### config.mk
export PLATFORM = sky130hd
export DESIGN_NAME = countdown_alarm
export DESIGN_NICKNAME = d
export VERILOG_FILES = /design/src/rtl/cda_pkg.sv /design/src/rtl/cda_ctrl_regs.sv /design/src/rtl/cda_counter.sv /design/src/rtl/cda_pending.sv /design/src/rtl/countdown_alarm.sv
export SDC_FILE = /design/constraint.sdc
export NUM_CORES = 1
export LEC_CHECK = 0
export ABC_AREA = 1
export BUFFER_PORTS_ARGS = -buffer_cell sky130_fd_sc_hd__buf_2
export CAP_MARGIN = 20
export CORE_MARGIN = 4
export CORE_UTILIZATION = 45
export CTS_CLUSTER_SIZE = 8
export DETAILED_ROUTE_END_ITERATION = 16
export HOLD_SLACK_MARGIN = 0.03
export PLACE_DENSITY = 0.66
export SLEW_MARGIN = 0
export SYNTH_ARGS = -nofsm -noshare
export SYNTH_HDL_FRONTEND = slang
export SYNTH_SLANG_ARGS = --single-unit
export TNS_END_PERCENT = 10
### constraint.sdc
create_clock -name clk -period 3.13 [get_ports clk]
set_input_delay 0.626 -clock clk [delete_from_list [all_inputs] [get_ports clk]]
set_output_delay 0.626 -clock clk [all_outputs]
set_load 0.05 [all_outputs]
### src/rtl/cda_pkg.sv
// Package: register offsets and shared constants for the countdown alarm.
// Assumes byte offsets fit in 8 bits; callers cast to their address width.
package cda_pkg;
    localparam int OFF_LOAD     = 'h20;
    localparam int OFF_REMAIN   = 'h24;
    localparam int OFF_CNT_EN   = 'h28;
    localparam int OFF_IRQ_EN   = 'h2C;
    localparam int OFF_PEND     = 'h30;
    localparam int OFF_CAL_EN   = 'h44;
    localparam int OFF_CAL_IE   = 'h48;
    localparam int OFF_CAL_STAT = 'h4C;
    localparam int OFF_WAKE_EN  = 'h50;

    // Single-bit control registers, in the order the enable vector uses.
    localparam int NUM_CTL = 5;
    localparam int CTL_CNT  = 0;
    localparam int CTL_IRQ  = 1;
    localparam int CTL_WAKE = 2;
    localparam int CTL_CAL  = 3;
    localparam int CTL_CALI = 4;
    localparam int CTL_OFFS [NUM_CTL] = '{OFF_CNT_EN, OFF_IRQ_EN, OFF_WAKE_EN,
                                          OFF_CAL_EN, OFF_CAL_IE};
endpackage

### src/rtl/cda_ctrl_regs.sv
// Module: write decode and storage for the alarm's control registers.
// Holds the single-bit enables and the load register, and produces the
// load strobe and the write-one-to-clear strobes. Assumes one write per cycle.
module cda_ctrl_regs #(
    parameter int ADDR_W = 8,
    parameter int DATA_W = 32,
    parameter int CNT_W  = 32
) (
    input  logic                  clk,
    input  logic                  rst_n,
    input  logic                  wr_i,
    input  logic [ADDR_W-1:0]     addr_i,
    input  logic [DATA_W-1:0]     wdata_i,
    output logic [cda_pkg::NUM_CTL-1:0] ctl_o,
    output logic [CNT_W-1:0]      load_q_o,
    output logic                  load_wr_o,
    output logic                  pend_clr_o,
    output logic                  cal_clr_o
);
    import cda_pkg::*;

    // Strobes: decoded writes that act in the same cycle.
    always_comb begin
        load_wr_o  = wr_i && (addr_i == ADDR_W'(OFF_LOAD));
        pend_clr_o = wr_i && (addr_i == ADDR_W'(OFF_PEND)) && wdata_i[0];
        cal_clr_o  = wr_i && (addr_i == ADDR_W'(OFF_CAL_STAT)) && wdata_i[0];
    end

    // One flop per single-bit control register, selected by its offset.
    for (genvar g = 0; g < NUM_CTL; g++) begin : g_ctl
        always_ff @(posedge clk) begin
            if (!rst_n)
                ctl_o[g] <= 1'b0;
            else if (wr_i && (addr_i == ADDR_W'(CTL_OFFS[g])))
                ctl_o[g] <= wdata_i[0];
        end
    end

    // Load register: keeps the last value written for readback.
    always_ff @(posedge clk) begin
        if (!rst_n)
            load_q_o <= '0;
        else if (load_wr_o)
            load_q_o <= wdata_i[CNT_W-1:0];
    end
endmodule

### src/rtl/cda_counter.sv
// Module: seconds down-counter. A load write replaces the count and beats a
// tick in the same cycle. While enabled, a tick steps a non-zero count down;
// the step from 1 to 0 produces a one-cycle expiry strobe.
// Assumes tick_i is a single-cycle pulse.
module cda_counter #(
    parameter int CNT_W = 32
) (
    input  logic             clk,
    input  logic             rst_n,
    input  logic             tick_i,
    input  logic             en_i,
    input  logic             load_wr_i,
    input  logic [CNT_W-1:0] load_val_i,
    output logic [CNT_W-1:0] cnt_o,
    output logic             expire_o
);
    localparam logic [CNT_W-1:0] ONE = CNT_W'(1);

    logic step;

    // Decide whether this cycle counts down and whether it expires.
    always_comb begin
        step     = tick_i && en_i && (cnt_o != '0) && !load_wr_i;
        expire_o = step && (cnt_o == ONE);
    end

    // Count register: load has priority over a step.
    always_ff @(posedge clk) begin
        if (!rst_n)
            cnt_o <= '0;
        else if (load_wr_i)
            cnt_o <= load_val_i;
        else if (step)
            cnt_o <= cnt_o - ONE;
    end

    AST_LOAD_WINS: assert property (@(posedge clk) disable iff (!rst_n)
        load_wr_i |=> cnt_o == $past(load_val_i));
    AST_HOLD_OFF: assert property (@(posedge clk) disable iff (!rst_n)
        (!en_i && !load_wr_i) |=> $stable(cnt_o));
    AST_STEP_ONE: assert property (@(posedge clk) disable iff (!rst_n)
        (tick_i && en_i && !load_wr_i && cnt_o != '0) |=> cnt_o == $past(cnt_o) - ONE);
endmodule

### src/rtl/cda_pending.sv
// Module: sticky pending flag with write-one-to-clear. A set in the same
// cycle as a clear wins, so no expiry can be lost.
module cda_pending (
    input  logic clk,
    input  logic rst_n,
    input  logic set_i,
    input  logic clr_i,
    output logic pend_o
);
    // Flag register: set dominates clear.
    always_ff @(posedge clk) begin
        if (!rst_n)
            pend_o <= 1'b0;
        else
            pend_o <= (pend_o && !clr_i) || set_i;
    end

    AST_SET_WINS: assert property (@(posedge clk) disable iff (!rst_n)
        set_i |=> pend_o);
    AST_STICKY: assert property (@(posedge clk) disable iff (!rst_n)
        (pend_o && !clr_i) |=> pend_o);
    AST_CLEARS: assert property (@(posedge clk) disable iff (!rst_n)
        (clr_i && !set_i) |=> !pend_o);
endmodule

### src/rtl/countdown_alarm.sv
// Module: top of the seconds countdown alarm. Ties the control registers,
// the down-counter and the pending flags together, drives the gated
// interrupt and wakeup outputs and the combinational read mux.
// Assumes DATA_W >= CNT_W and a single-cycle tick pulse.
module countdown_alarm #(
    parameter int ADDR_W = 8,
    parameter int DATA_W = 32,
    parameter int CNT_W  = 32
) (
    input  logic              clk,
    input  logic              rst_n,
    input  logic              tick_i,
    input  logic              reg_wr_i,
    input  logic [ADDR_W-1:0] reg_addr_i,
    input  logic [DATA_W-1:0] reg_wdata_i,
    output logic [DATA_W-1:0] reg_rdata_o,
    output logic              irq_o,
    output logic              wake_o
);
    import cda_pkg::*;

    logic [NUM_CTL-1:0] ctl;
    logic [CNT_W-1:0]   load_q;
    logic [CNT_W-1:0]   cnt;
    logic               load_wr, pend_clr, cal_clr, expire;
    logic               pend, cal_pend;

    cda_ctrl_regs #(.ADDR_W(ADDR_W), .DATA_W(DATA_W), .CNT_W(CNT_W)) i_regs (
        .clk        (clk),
        .rst_n      (rst_n),
        .wr_i       (reg_wr_i),
        .addr_i     (reg_addr_i),
        .wdata_i    (reg_wdata_i),
        .ctl_o      (ctl),
        .load_q_o   (load_q),
        .load_wr_o  (load_wr),
        .pend_clr_o (pend_clr),
        .cal_clr_o  (cal_clr)
    );

    cda_counter #(.CNT_W(CNT_W)) i_cnt (
        .clk        (clk),
        .rst_n      (rst_n),
        .tick_i     (tick_i),
        .en_i       (ctl[CTL_CNT]),
        .load_wr_i  (load_wr),
        .load_val_i (reg_wdata_i[CNT_W-1:0]),
        .cnt_o      (cnt),
        .expire_o   (expire)
    );

    cda_pending i_pend (
        .clk    (clk),
        .rst_n  (rst_n),
        .set_i  (expire),
        .clr_i  (pend_clr),
        .pend_o (pend)
    );

    // Calendar alarm status stub: nothing sets it, so it stays clear.
    cda_pending i_cal_pend (
        .clk    (clk),
        .rst_n  (rst_n),
        .set_i  (1'b0),
        .clr_i  (cal_clr),
        .pend_o (cal_pend)
    );

    // Output gating: each line is the pending flag under its own enable.
    always_comb begin
        irq_o  = pend && ctl[CTL_IRQ];
        wake_o = pend && ctl[CTL_WAKE];
    end

    // Read mux: single-bit registers sit in bit 0, the rest reads zero.
    always_comb begin
        reg_rdata_o = '0;
        case (int'(reg_addr_i))
            OFF_LOAD:     reg_rdata_o = DATA_W'(load_q);
            OFF_REMAIN:   reg_rdata_o = DATA_W'(cnt);
            OFF_CNT_EN:   reg_rdata_o[0] = ctl[CTL_CNT];
            OFF_IRQ_EN:   reg_rdata_o[0] = ctl[CTL_IRQ];
            OFF_PEND:     reg_rdata_o[0] = pend;
            OFF_CAL_EN:   reg_rdata_o[0] = ctl[CTL_CAL];
            OFF_CAL_IE:   reg_rdata_o[0] = ctl[CTL_CALI];
            OFF_CAL_STAT: reg_rdata_o[0] = cal_pend;
            OFF_WAKE_EN:  reg_rdata_o[0] = ctl[CTL_WAKE];
            default:      reg_rdata_o = '0;
        endcase
    end

    AST_EXPIRY_PENDS: assert property (@(posedge clk) disable iff (!rst_n)
        (tick_i && ctl[CTL_CNT] && !load_wr && cnt == CNT_W'(1)) |=> pend);
    AST_CAL_QUIET: assert property (@(posedge clk) disable iff (!rst_n)
        !cal_pend);
endmodule

Word level (Yosys, flattened, before mapping)
Cells that the tools add are included.
{"block": "word_totals", "rom_bits": 0, "ff_bits": 71, "n_memories": 0, "latch_bits": 0, "elab_cells": 48, "output_inout_bits": 34, "mem_bits_rw": 0, "in_bits": 44}
{"block": "classes", "n_div": 0, "bitwise": 0, "n_reduce_logical": 24, "n_mul": 0, "n_mux": 4, "n_eq_ne": 10, "add_sub_neg": 1, "magnitude_cmp": 0, "n_shift": 0}
{"op": "32-bit 2-to-1 mux", "n": 2}
{"op": "31-bit case mux with 2 select lines", "n": 1}
{"op": "8-bit by 6-bit == test with 1-bit output, second input constant", "n": 5}
{"op": "32-bit by 1-bit == test with 1-bit output, second input constant", "n": 1}
{"op": "8-bit by 7-bit == test with 1-bit output, second input constant", "n": 4}
{"op": "32-bit nonzero test", "n": 1}
{"op": "32-bit by 1-bit subtractor with 32-bit output, second input constant", "n": 1}
{"op": "1-bit logical AND", "n": 18}
{"op": "1-bit case mux with 9 select lines", "n": 1}
{"op": "1-bit logical NOT", "n": 3}
{"op": "2-bit nonzero test", "n": 1}
{"op": "1-bit logical OR", "n": 1}

Depth between registers and ports, before layout
Gate-level depths: netlist of run 1.
{"block": "depth", "ltp_word": 6, "ltp_mapped": 13}

By module
Synthesis of run 1 repeated with hierarchy kept, for this count alone.
{"block": "hier_totals", "cells_unflattened": 851, "hier_area_um2": 5057.4}
{"mod": "cda_counter", "n_inst": 1, "cells_each": 454, "area_each_um2": 2504.9}
{"mod": "cda_ctrl_regs", "n_inst": 1, "cells_each": 229, "area_each_um2": 1720.4}
{"mod": "countdown_alarm", "n_inst": 1, "cells_each": 156, "area_each_um2": 744.5}
{"mod": "cda_pending", "n_inst": 2, "cells_each": 6, "area_each_um2": 43.8}

Least setup slack after synthesis of run 1
Ideal clock, no wire load.
{"block": "synth_timing", "kind": "input port to output port", "from": "in reg_addr_i[0]", "to": "out reg_rdata_o[10]", "t_arrival_ps": 2439, "path_stages": 6, "required_time_ps": 2504, "setup_slack_ps": 65, "n_path_buf": 1, "cell_sequence": "inv_1 > nand2_1 > nor3_1 > nand2_1 > clkbuf_1 > o21ai_0"}
{"block": "synth_via", "elab_chain_cells": 2, "elab_cells_between_ends": 3, "cone_classes": "2 x eq/ne; 1 x mux"}
{"item": "start, declared", "line": "countdown_alarm.sv:14", "text": "input logic [ADDR_W-1:0] reg_addr_i,"}
{"item": "8-bit by 6-bit == test with 1-bit output", "line": "countdown_alarm.sv:78", "text": "case (int'(reg_addr_i))"}
{"item": "31-bit case mux with 2 select lines (*)", "line": "countdown_alarm.sv:78"}
{"item": "end, declared", "line": "countdown_alarm.sv:16", "text": "output logic [DATA_W-1:0] reg_rdata_o,"}
Every way passes the cells marked *; elsewhere a longest branch is shown, timed or not.

Worst setup path after layout of run 1
{"block": "layout_timing", "from": "in reg_addr_i[3]", "to": "out reg_rdata_o[0]"}
{"block": "layout_via", "elab_chain_cells": 2, "elab_cells_between_ends": 10, "cone_classes": "9 x eq/ne; 1 x mux"}
{"item": "8-bit by 7-bit == test with 1-bit output / 8-bit by 6-bit == test with 1-bit output (equally long branches)", "line": "countdown_alarm.sv:78"}
{"item": "1-bit case mux with 9 select lines (*)", "line": "countdown_alarm.sv:78"}
Marked as above.

==> flow_summary.toml, run 1 <==
[finish]
commonest_non_fill_non_tap_cell_in_the_layout = "nand2_1"
areaGrowthSynthToFinish_pct = 14.6
layout-drive-gt1-share_pct = 15.1
most-common-layout-cells = "nand2_1, nor2_1, buf_2"
final_area_sq_mm = 0.00505
antenna_diode_instance_count = 0
final_core_utilization_pct = 53.9
final.fill_count = 1013
layout.nets = 851

[place]
port-buffer-count = 77
globalplace.congestion = 0.931
placement.cell_area_sq_mm = 0.00487
hpwlAfterDp_um = 9470

[route]
via_per_inst = 5.09
total_drc_errors_in_the_routed_layout = 0
wirelength_um = 12800
detail_route.first_pass.iterations = 4
dr_wl_cell_um = 13.7
routed-via-count = 4771
route.antenna.remaining_nets = 0
detail_route.iter0.violations = 313

[synthesis]
syn-cell-area_sq_mm = 0.00441
ys_ff_latch = 71
mean_syn_cell_area_sq_um = 5.97
synth_nets = 785
synth_seq_area_share_pct = 32.2
ys_warn_count = 0
number_of_distinct_library_cells_after_synthesis = 29
post_synthesis_cells = 739

[clock_tree]
post_cts.resized_instances = 0
path_clk_slew_ns = 0.08
clk_latency_ns = 0.35
tritoncts_num_sinks = 71
cts.path.max_buffers = 2
cts_buffers = 9
cts_post_setup_buffers_inserted = 0
cts_max_level = 3
cts.hold.buffers_added = 0
tritoncts = "done"
ctsRootBufferMaster = "clkbuf_8"

[grt]
grt_start_max_net_pins = 80
antenna_found_initial = 0
grt_pass1_wl_um = 21400
vias_in_the_first_global_route = 4472
gr-total-overflow = 0
grt_usage_pct = 23.0

[setup_path]
critPathArrivalTime_ns = 2.01
critical_path.startpoint_type = "input pin"
worst-setup-path-type = "in2out"
r2r_slack_ns = 0.79
crit-reg2reg-launch = "i_cnt.cnt_o[0]"
cp_max_fo = 19
timing.rr.end = "i_cnt.cnt_o[2]"
category_of_the_worst_setup_path_capture_point = "output port"
worst_ep_required_time_ns = 2.50
worstRegToRegCells = 12

[sta]
final_max_tran_viols = 0
max_freq_ghz = 0.380
final_hold_viol_count = 0
worst_pin_slew_ns = 0.798
timing.max_slew.rel_slack_pct = 46.8
worst_clock_skew_ns = 0.00857
setup_total_negative_slack_ns = 0
period_needed_ns = 2.63
grt_setup_unrepaired = "no"
setup_viol_count_final = 0
layout_worst_path_cycle_share_pct = 84.1

[pwr]
vdd_ir_drop_max_mv = 0.160
pwr-share-comb_pct = 6.9
power_switching_w = 0.000430
pwr_density_cell_mw_per_mm2 = 345
seq_power_share_pct = 52.0
power.static_leakage_nw = 2.42
clkPwrFrac_pct = 41.1
power.switching_fraction_pct = 24.7
power_report.internal_total_w = 0.00131

[die]
die-height_um = 107
start_util_pct = 47.0
placementRows = 35
placeableCoreArea_sq_mm = 0.00937
chipWidth_um = 107
floorplan.io_pins = 78
design.die.area_sq_mm = 0.0114

[hold_path]
worstHoldEndpoint = "i_regs.ctl_o[4]"
min_path_cells = 2
type_of_the_tightest_min_delay_check = "reg2reg"
holdCritStartpoint = "i_regs.ctl_o[4]"

[flow_run]
drv.max_cap_violation_count = 0

[status]
run_status = "complete, no violations"
[how the worst max path moves through the flow]
stage          slack (ns)          start               to  cells after the start
2_1_floorplan        0.07  reg_addr_i[0]  reg_rdata_o[10]                      6
3_3_place_gp         0.52  reg_addr_i[2]   reg_rdata_o[0]                     10
3_5_place_dp         0.50  reg_addr_i[3]   reg_rdata_o[0]                     10
4_1_cts              0.49  reg_addr_i[3]   reg_rdata_o[0]                     10
5_1_grt              0.31  reg_addr_i[1]   reg_rdata_o[0]                     10
6_report             0.50  reg_addr_i[3]   reg_rdata_o[0]                     10
[power groups by stage]
stage / Clock (W) / Sequential, W / Combinational, W
3_3_place_gp: 0 / 0.000927 / 0.000118
5_1_grt: 0.000765 / 0.000906 / 0.000136
2_1_floorplan: 0 / 0.000926 / 0.0000694
3_5_place_dp: 0 / 0.000927 / 0.000119
6_report: 0.000715 / 0.000906 / 0.000120
4_1_cts: 0.000730 / 0.000906 / 0.000120
[cell type report]
| type | count | area [sq um] | share of cell area, % |
|---|---|---|---|
| Inverter | 75 | 283 | 5.60 |
| Timing Repair Buffer | 85 | 458 | 9.06 |
| Tap cell | 129 | 161 | 3.19 |
| Clock inverter | 4 | 47.5 | 0.941 |
| Clock buffer | 11 | 131 | 2.60 |
| Sequential cell | 71 | 1420 | 28.1 |
| Multi-Input combinational cell | 563 | 2550 | 50.5 |
[through the flow]
stage          cells  power (W)  setup WS, ns  hold WS [ns]
3_5_place_dp     923    0.00105         0.497         0.445
2_1_floorplan    739   0.000996        0.0650         0.424
6_report         938    0.00174         0.496         0.451
4_1_cts          938    0.00176         0.490         0.456
5_1_grt          938    0.00181         0.307         0.474
3_3_place_gp     923    0.00105         0.522         0.437
[metal layers]
| layer | vias to the layer above | routed length, um | share of wire [%] | GRT usage, % |
|---|---|---|---|---|
| met2 | 138 | 5990 | 47 | 38.7 |
| met4 | 0 | 169 | 1.3 | 6.21 |
| met5 | - | 0 | 0 | 0 |
| met3 | 15 | 752 | 5.9 | 2.59 |
| met1 | 2131 | 5930 | 46 | 31.4 |
| li1 | 2487 | - | - | - |
[worst max-delay path: stages]
cell and delay [ns]:
buf_2 0.11, inv_1 0.08, nand4_1 0.22, nor2_4 0.17, buf_4 0.24, nand2_1 0.07, o21ai_0 0.08, a21oi_1 0.07
nand4_1 0.08, buf_2 0.26
[cells by family after synthesis]
logic type / after synthesis / synth area share, %
flops: 71 / 32.2
xor+xnor: 5 / 0.993
simple gates: 434 / 42.3
buf+inv: 105 / 9.93
compound gates: 122 / 14.0
fa+ha+maj: 2 / 0.567
[cells in the mapped netlist, drive strengths merged]
library cell	instances	share of area, %
clkinv	1	0.11
inv	74	6.3
xor2	5	0.99
nand3	56	6.5
and2	1	0.14
nor4	1	0.14
nand3b	1	0.17
nand4	11	1.6
ha	2	0.57
nand2	239	21
dfxtp	71	32
a32o	1	0.23
nor3	8	0.91
buf	15	2.2
clkbuf	15	1.3
a21oi	54	6.1
nor2	117	12
o21ai	67	7.6
[registers in the layout (all words and copies together) (netlist names)]
| name | count |
|---|---|
| i_pend.pend_o | 1 |
| i_regs.load_q_o | 32 |
| i_cal_pend.pend_o | 1 |
| i_regs.ctl_o | 5 |
| i_cnt.cnt_o | 32 |
(Power assumes the default switching activity.)
==> run 2, diff against run 1 <==
- clock period: 3.13 -> 2.6 ns (I/O delays scaled with it)
==> run 2 against run 1 <==
Compared with the run above:
- register-to-register slack got worse by 0.42 ns
- die area unchanged
- setup slack got worse by 0.27 ns
- global-route usage increased by 1.3 points
- sequential power increased by 20%
- critical path type unchanged
- largest cell class unchanged
- highest routed layer unchanged
==> flow_summary.toml, run 2 (synthesis results as in run 1) <==
[sta]
whs_ns = 0.437
layout_worst_path_cycle_share_pct = 91.3
final_max_tran_viols = 0
setup_viol_count_final = 0
setup_total_negative_slack_ns = 0
final_hold_viol_count = 0
worst_pin_slew_ns = 0.594
timing.max_slew.rel_slack_pct = 60.4
worst_clock_skew_ns = 0.00725
period_needed_ns = 2.37
max_freq_ghz = 0.421
grt_setup_unrepaired = "no"

[die]
floorplan.io_pins = 78
placementRows = 35
design.die.area_sq_mm = 0.0114
chipWidth_um = 107
start_util_pct = 47.0
placeableCoreArea_sq_mm = 0.00937
die-height_um = 107

[grt]
antenna_found_initial = 0
grt_usage_pct = 24.4
grt_start_max_net_pins = 58
grt_pass1_wl_um = 22600
vias_in_the_first_global_route = 4655
gr-total-overflow = 0

[flow_run]
drv.max_cap_violation_count = 0

[setup_path]
worst_ep_required_time_ns = 2.08
critical_path.startpoint_type = "input pin"
cp_max_fo = 15
critPathArrivalTime_ns = 1.85
worst-setup-path-type = "in2out"
category_of_the_worst_setup_path_capture_point = "output port"

[status]
run_status = "complete, no violations"

[clock_tree]
cts.hold.buffers_added = 0
clk_latency_ns = 0.35
cts.path.max_buffers = 2
tritoncts_num_sinks = 71
cts_max_level = 3
ctsRootBufferMaster = "clkbuf_8"
tritoncts = "done"
path_clk_slew_ns = 0.08
cts_buffers = 9
post_cts.resized_instances = 0
cts_post_setup_buffers_inserted = 0

[route]
total_drc_errors_in_the_routed_layout = 0
detail_route.first_pass.iterations = 4
via_per_inst = 5.11
dr_wl_cell_um = 14.2
route.antenna.remaining_nets = 0
wirelength_um = 13400
detail_route.iter0.violations = 314
routed-via-count = 4825

[finish]
antenna_diode_instance_count = 0
layout.nets = 858
final_core_utilization_pct = 54.5
areaGrowthSynthToFinish_pct = 15.9
commonest_non_fill_non_tap_cell_in_the_layout = "nand2_1"
final.fill_count = 1017
final_area_sq_mm = 0.00511
largestRegisters = "i_cnt.cnt_o (32), i_regs.load_q_o (32), i_regs.ctl_o (5)"
layout-drive-gt1-share_pct = 16.0
most-common-layout-cells = "nand2_1, nor2_1, buf_2"

[pwr]
vdd_ir_drop_max_mv = 0.251
total_power_w = 0.00211
pwr_density_cell_mw_per_mm2 = 413
power.static_leakage_nw = 2.46

[place]
placement.cell_area_sq_mm = 0.00493
port-buffer-count = 77
globalplace.congestion = 0.936
hpwlAfterDp_um = 9980

[hold_path]
type_of_the_tightest_min_delay_check = "in2reg"
run 2: worst max-delay path, cell delays in order:
cell	delay (ns)
buf_2	0.11
inv_1	0.08
nand4_1	0.23
nor2_4	0.23
buf_4	0.25
nand2_1	0.07
o21ai_0	0.08
buf_2	0.29
run 2: layout make-up:
cell class | instances | area [sq um] | share of cell area (%)
Clock inverter | 4 | 47.5 | 0.930
Clock buffer | 10 | 138 | 2.69
Tap cell | 129 | 161 | 3.16
Sequential cell | 71 | 1420 | 27.8
Multi-Input combinational cell | 563 | 2550 | 49.9
Inverter | 75 | 283 | 5.53
Timing Repair Buffer | 92 | 510 | 9.99
run 2: power by group:
part / leakage (nW) / internal [W] / switching (W)
Combinational: 1.80 / 0.0000544 / 0.0000921
Clock: 0.0940 / 0.000456 / 0.000420
Sequential: 0.572 / 0.00109 / 0.00000206
run 2: metal layers:
metal  up-vias  routed length (um)  track usage [%]
met1      2170                6390             33.7
li1       2493                   -                -
met2       148                5940             39.0
met4         0                 211             6.39
met5         -                   0                0
met3        14                 849             4.58
run 2: per-stage QoR:
stage,setup slack (ns),std cells
after CTS,0.222,944
after floorplan,-0.253,739
after detailed placement,0.196,930
final,0.225,944
after global routing,0.0614,944
after global placement,0.232,930
run 2: worst paths after layout:
path	to	depth (start not counted)	start	slack (ns)
worst max-delay path	reg_rdata_o[29]	8	reg_addr_i[3]	0.23
worst min-delay path	i_regs.load_q_o[25]	3	reg_wdata_i[25]	0.44
worst max register to register	i_cnt.cnt_o[30]	12	i_cnt.cnt_o[0]	0.37
worst min register to register	i_regs.ctl_o[3]	2	i_regs.ctl_o[3]	0.45
==> run 3, diff against run 2 <==
- RECOVER_POWER: unset -> 100
==> run 3 against run 2 <==
Compared with the run above:
- hold slack improved by 0.0040 ns
- largest power group unchanged
- sequential power barely moved
- clock skew increased by 0.0010 ns
- via count up 0.21%
- sequential cell count stayed put
- combinational power hardly changed
- cell area decreased by 0.42%
==> flow_summary.toml, run 3 (synthesis results as in run 1) <==
[sta]
final_hold_viol_count = 0
setup_viol_count_final = 0
max_freq_ghz = 0.416
worst_pin_slew_ns = 0.597
worst_clock_skew_ns = 0.00827
timing.final.ws_setup_ns = 0.196
timing.max_slew.rel_slack_pct = 60.2
layout_worst_path_cycle_share_pct = 92.5
final_max_tran_viols = 0
period_needed_ns = 2.40
grt_setup_unrepaired = "no"

[die]
floorplan.io_pins = 78
placementRows = 35
design.die.area_sq_mm = 0.0114
chipWidth_um = 107
placeableCoreArea_sq_mm = 0.00937
die-height_um = 107
start_util_pct = 47.0

[clock_tree]
ctsRootBufferMaster = "clkbuf_8"
tritoncts = "done"
tritoncts_num_sinks = 71
path_clk_slew_ns = 0.08
cts_post_setup_buffers_inserted = 0
cts_buffers = 9
clk_latency_ns = 0.35
cts_max_level = 3
cts.hold.buffers_added = 0
post_cts.resized_instances = 0
cts.path.max_buffers = 2

[setup_path]
cpLargestDelayFamily = "simple AND/OR/NAND/NOR gates"
cp_max_fo = 23
critical_path.max_stage_delay_ns = 0.43
category_of_the_worst_setup_path_capture_point = "flop"
worst-setup-path-type = "reg2reg"
cp_common_cell = "nand2_4"
crit_buf_inv = 3
critPathArrivalTime_ns = 2.69
worstPathCellList = "inv_1 -> ha_1 -> nand2_4 -> nor2_8 -> nand2_2 -> inv_2 -> nand2_4 -> nand2_8 -> nand2_4 -> inv_1 -> nor2_1 -> nor2_1"
critical_path.slowest_cell = "inv_1"
crit-reg2reg-launch = "i_cnt.cnt_o[0]"
launching_element_of_the_worst_setup_path = "i_cnt.cnt_o[0]"
worst_ep_required_time_ns = 2.89
critical_path.startpoint_type = "flop"

[route]
detail_route.iter0.violations = 314
wirelength_um = 13400
via_per_inst = 5.12
routed-via-count = 4835
detail_route.first_pass.iterations = 5
total_drc_errors_in_the_routed_layout = 0
dr_wl_cell_um = 14.2
route.antenna.remaining_nets = 0

[hold_path]
holdCritStartpoint = "reg_wdata_i[25]"
type_of_the_tightest_min_delay_check = "in2reg"

[finish]
largestRegisters = "i_cnt.cnt_o (32), i_regs.load_q_o (32), i_regs.ctl_o (5)"
layout.nets = 858
stdcell_count = 944
most-common-layout-cells = "nand2_1, nor2_1, inv_1"
layout-drive-gt1-share_pct = 15.0
final.fill_count = 1026
final_core_utilization_pct = 54.3
areaGrowthSynthToFinish_pct = 15.4
multi_input_area_sq_mm = 0.00255
commonest_non_fill_non_tap_cell_in_the_layout = "nand2_1"
antenna_diode_instance_count = 0
sequential_standard_cell_area_sq_mm = 0.00142

[grt]
antenna_found_initial = 0
grt_start_max_net_pins = 58
grt_usage_pct = 24.4
vias_in_the_first_global_route = 4655
grt_pass1_wl_um = 22600
gr-total-overflow = 0

[pwr]
power.static_leakage_nw = 2.41
pwr_density_cell_mw_per_mm2 = 414
vdd_ir_drop_max_mv = 0.251

[status]
run_status = "complete, no violations"

[place]
dpl_ws_ns = 0.196
port-buffer-count = 77
hpwlAfterDp_um = 9980
dp_cells = 930
globalplace.congestion = 0.936

[flow_run]
drv.max_cap_violation_count = 0
run 3: cell count changes in the layout (fill, tap and decap cells not counted), sizes merged:
cell    delta
clkbuf    +40
inv        +1
clkinv     -1
buf       -40
run 3: final timing paths:
path,endpoint,slack (ns),cells past startpoint
worst max-delay path,i_cnt.cnt_o[21],0.20,12
worst min-delay path,i_regs.load_q_o[25],0.44,3
worst max register to register,i_cnt.cnt_o[21],0.20,12
worst min register to register,i_regs.ctl_o[3],0.45,2
run 3: area by class of cell:
cell class / count / share of cell area, %
Inverter: 75 / 5.53
Multi-Input combinational cell: 563 / 50.0
Tap cell: 129 / 3.17
Sequential cell: 71 / 27.9
Timing Repair Buffer: 92 / 9.69
Clock inverter: 4 / 0.934
Clock buffer: 10 / 2.70
run 3: per-stage QoR:
| stage | power, W | TNS [ns] | hold WS (ns) | cell area (sq um) |
|---|---|---|---|---|
| 3_5_place_dp | 0.00126 | 0 | 0.442 | 4930 |
| 2_1_floorplan | 0.00120 | -7.59 | 0.424 | 4410 |
| 4_1_cts | 0.00213 | 0 | 0.430 | 5110 |
| 6_report | 0.00211 | 0 | 0.441 | 5090 |
| 3_3_place_gp | 0.00126 | 0 | 0.434 | 4930 |
| 5_1_grt | 0.00220 | 0 | 0.430 | 5090 |
run 3: worst register-to-register path, delay by kind of cell (launching register included):
kind / cells / cell delay (ns)
AND/OR/NAND/NOR: 8 / 1.04
flip-flops: 1 / 0.34
adder cells (fa/ha/maj): 1 / 0.34
buffers and inverters: 3 / 0.63
run 3: routing by layer:
| layer | part of all wire (%) | vias up | global-route usage (%) | wire length, um |
|---|---|---|---|---|
| met1 | 48 | 2165 | 33.7 | 6390 |
| met3 | 6.4 | 16 | 4.58 | 855 |
| met2 | 44 | 157 | 39.0 | 5930 |
| met5 | 0 | - | 0 | 0 |
| li1 | - | 2497 | - | - |
| met4 | 1.7 | 0 | 6.39 | 229 |
run 3: report_power, final:
group          switching (W)  total [W]  internal (W)
Clock               0.000417   0.000873      0.000456
Combinational      0.0000918   0.000145     0.0000535
Sequential        0.00000207    0.00109       0.00109
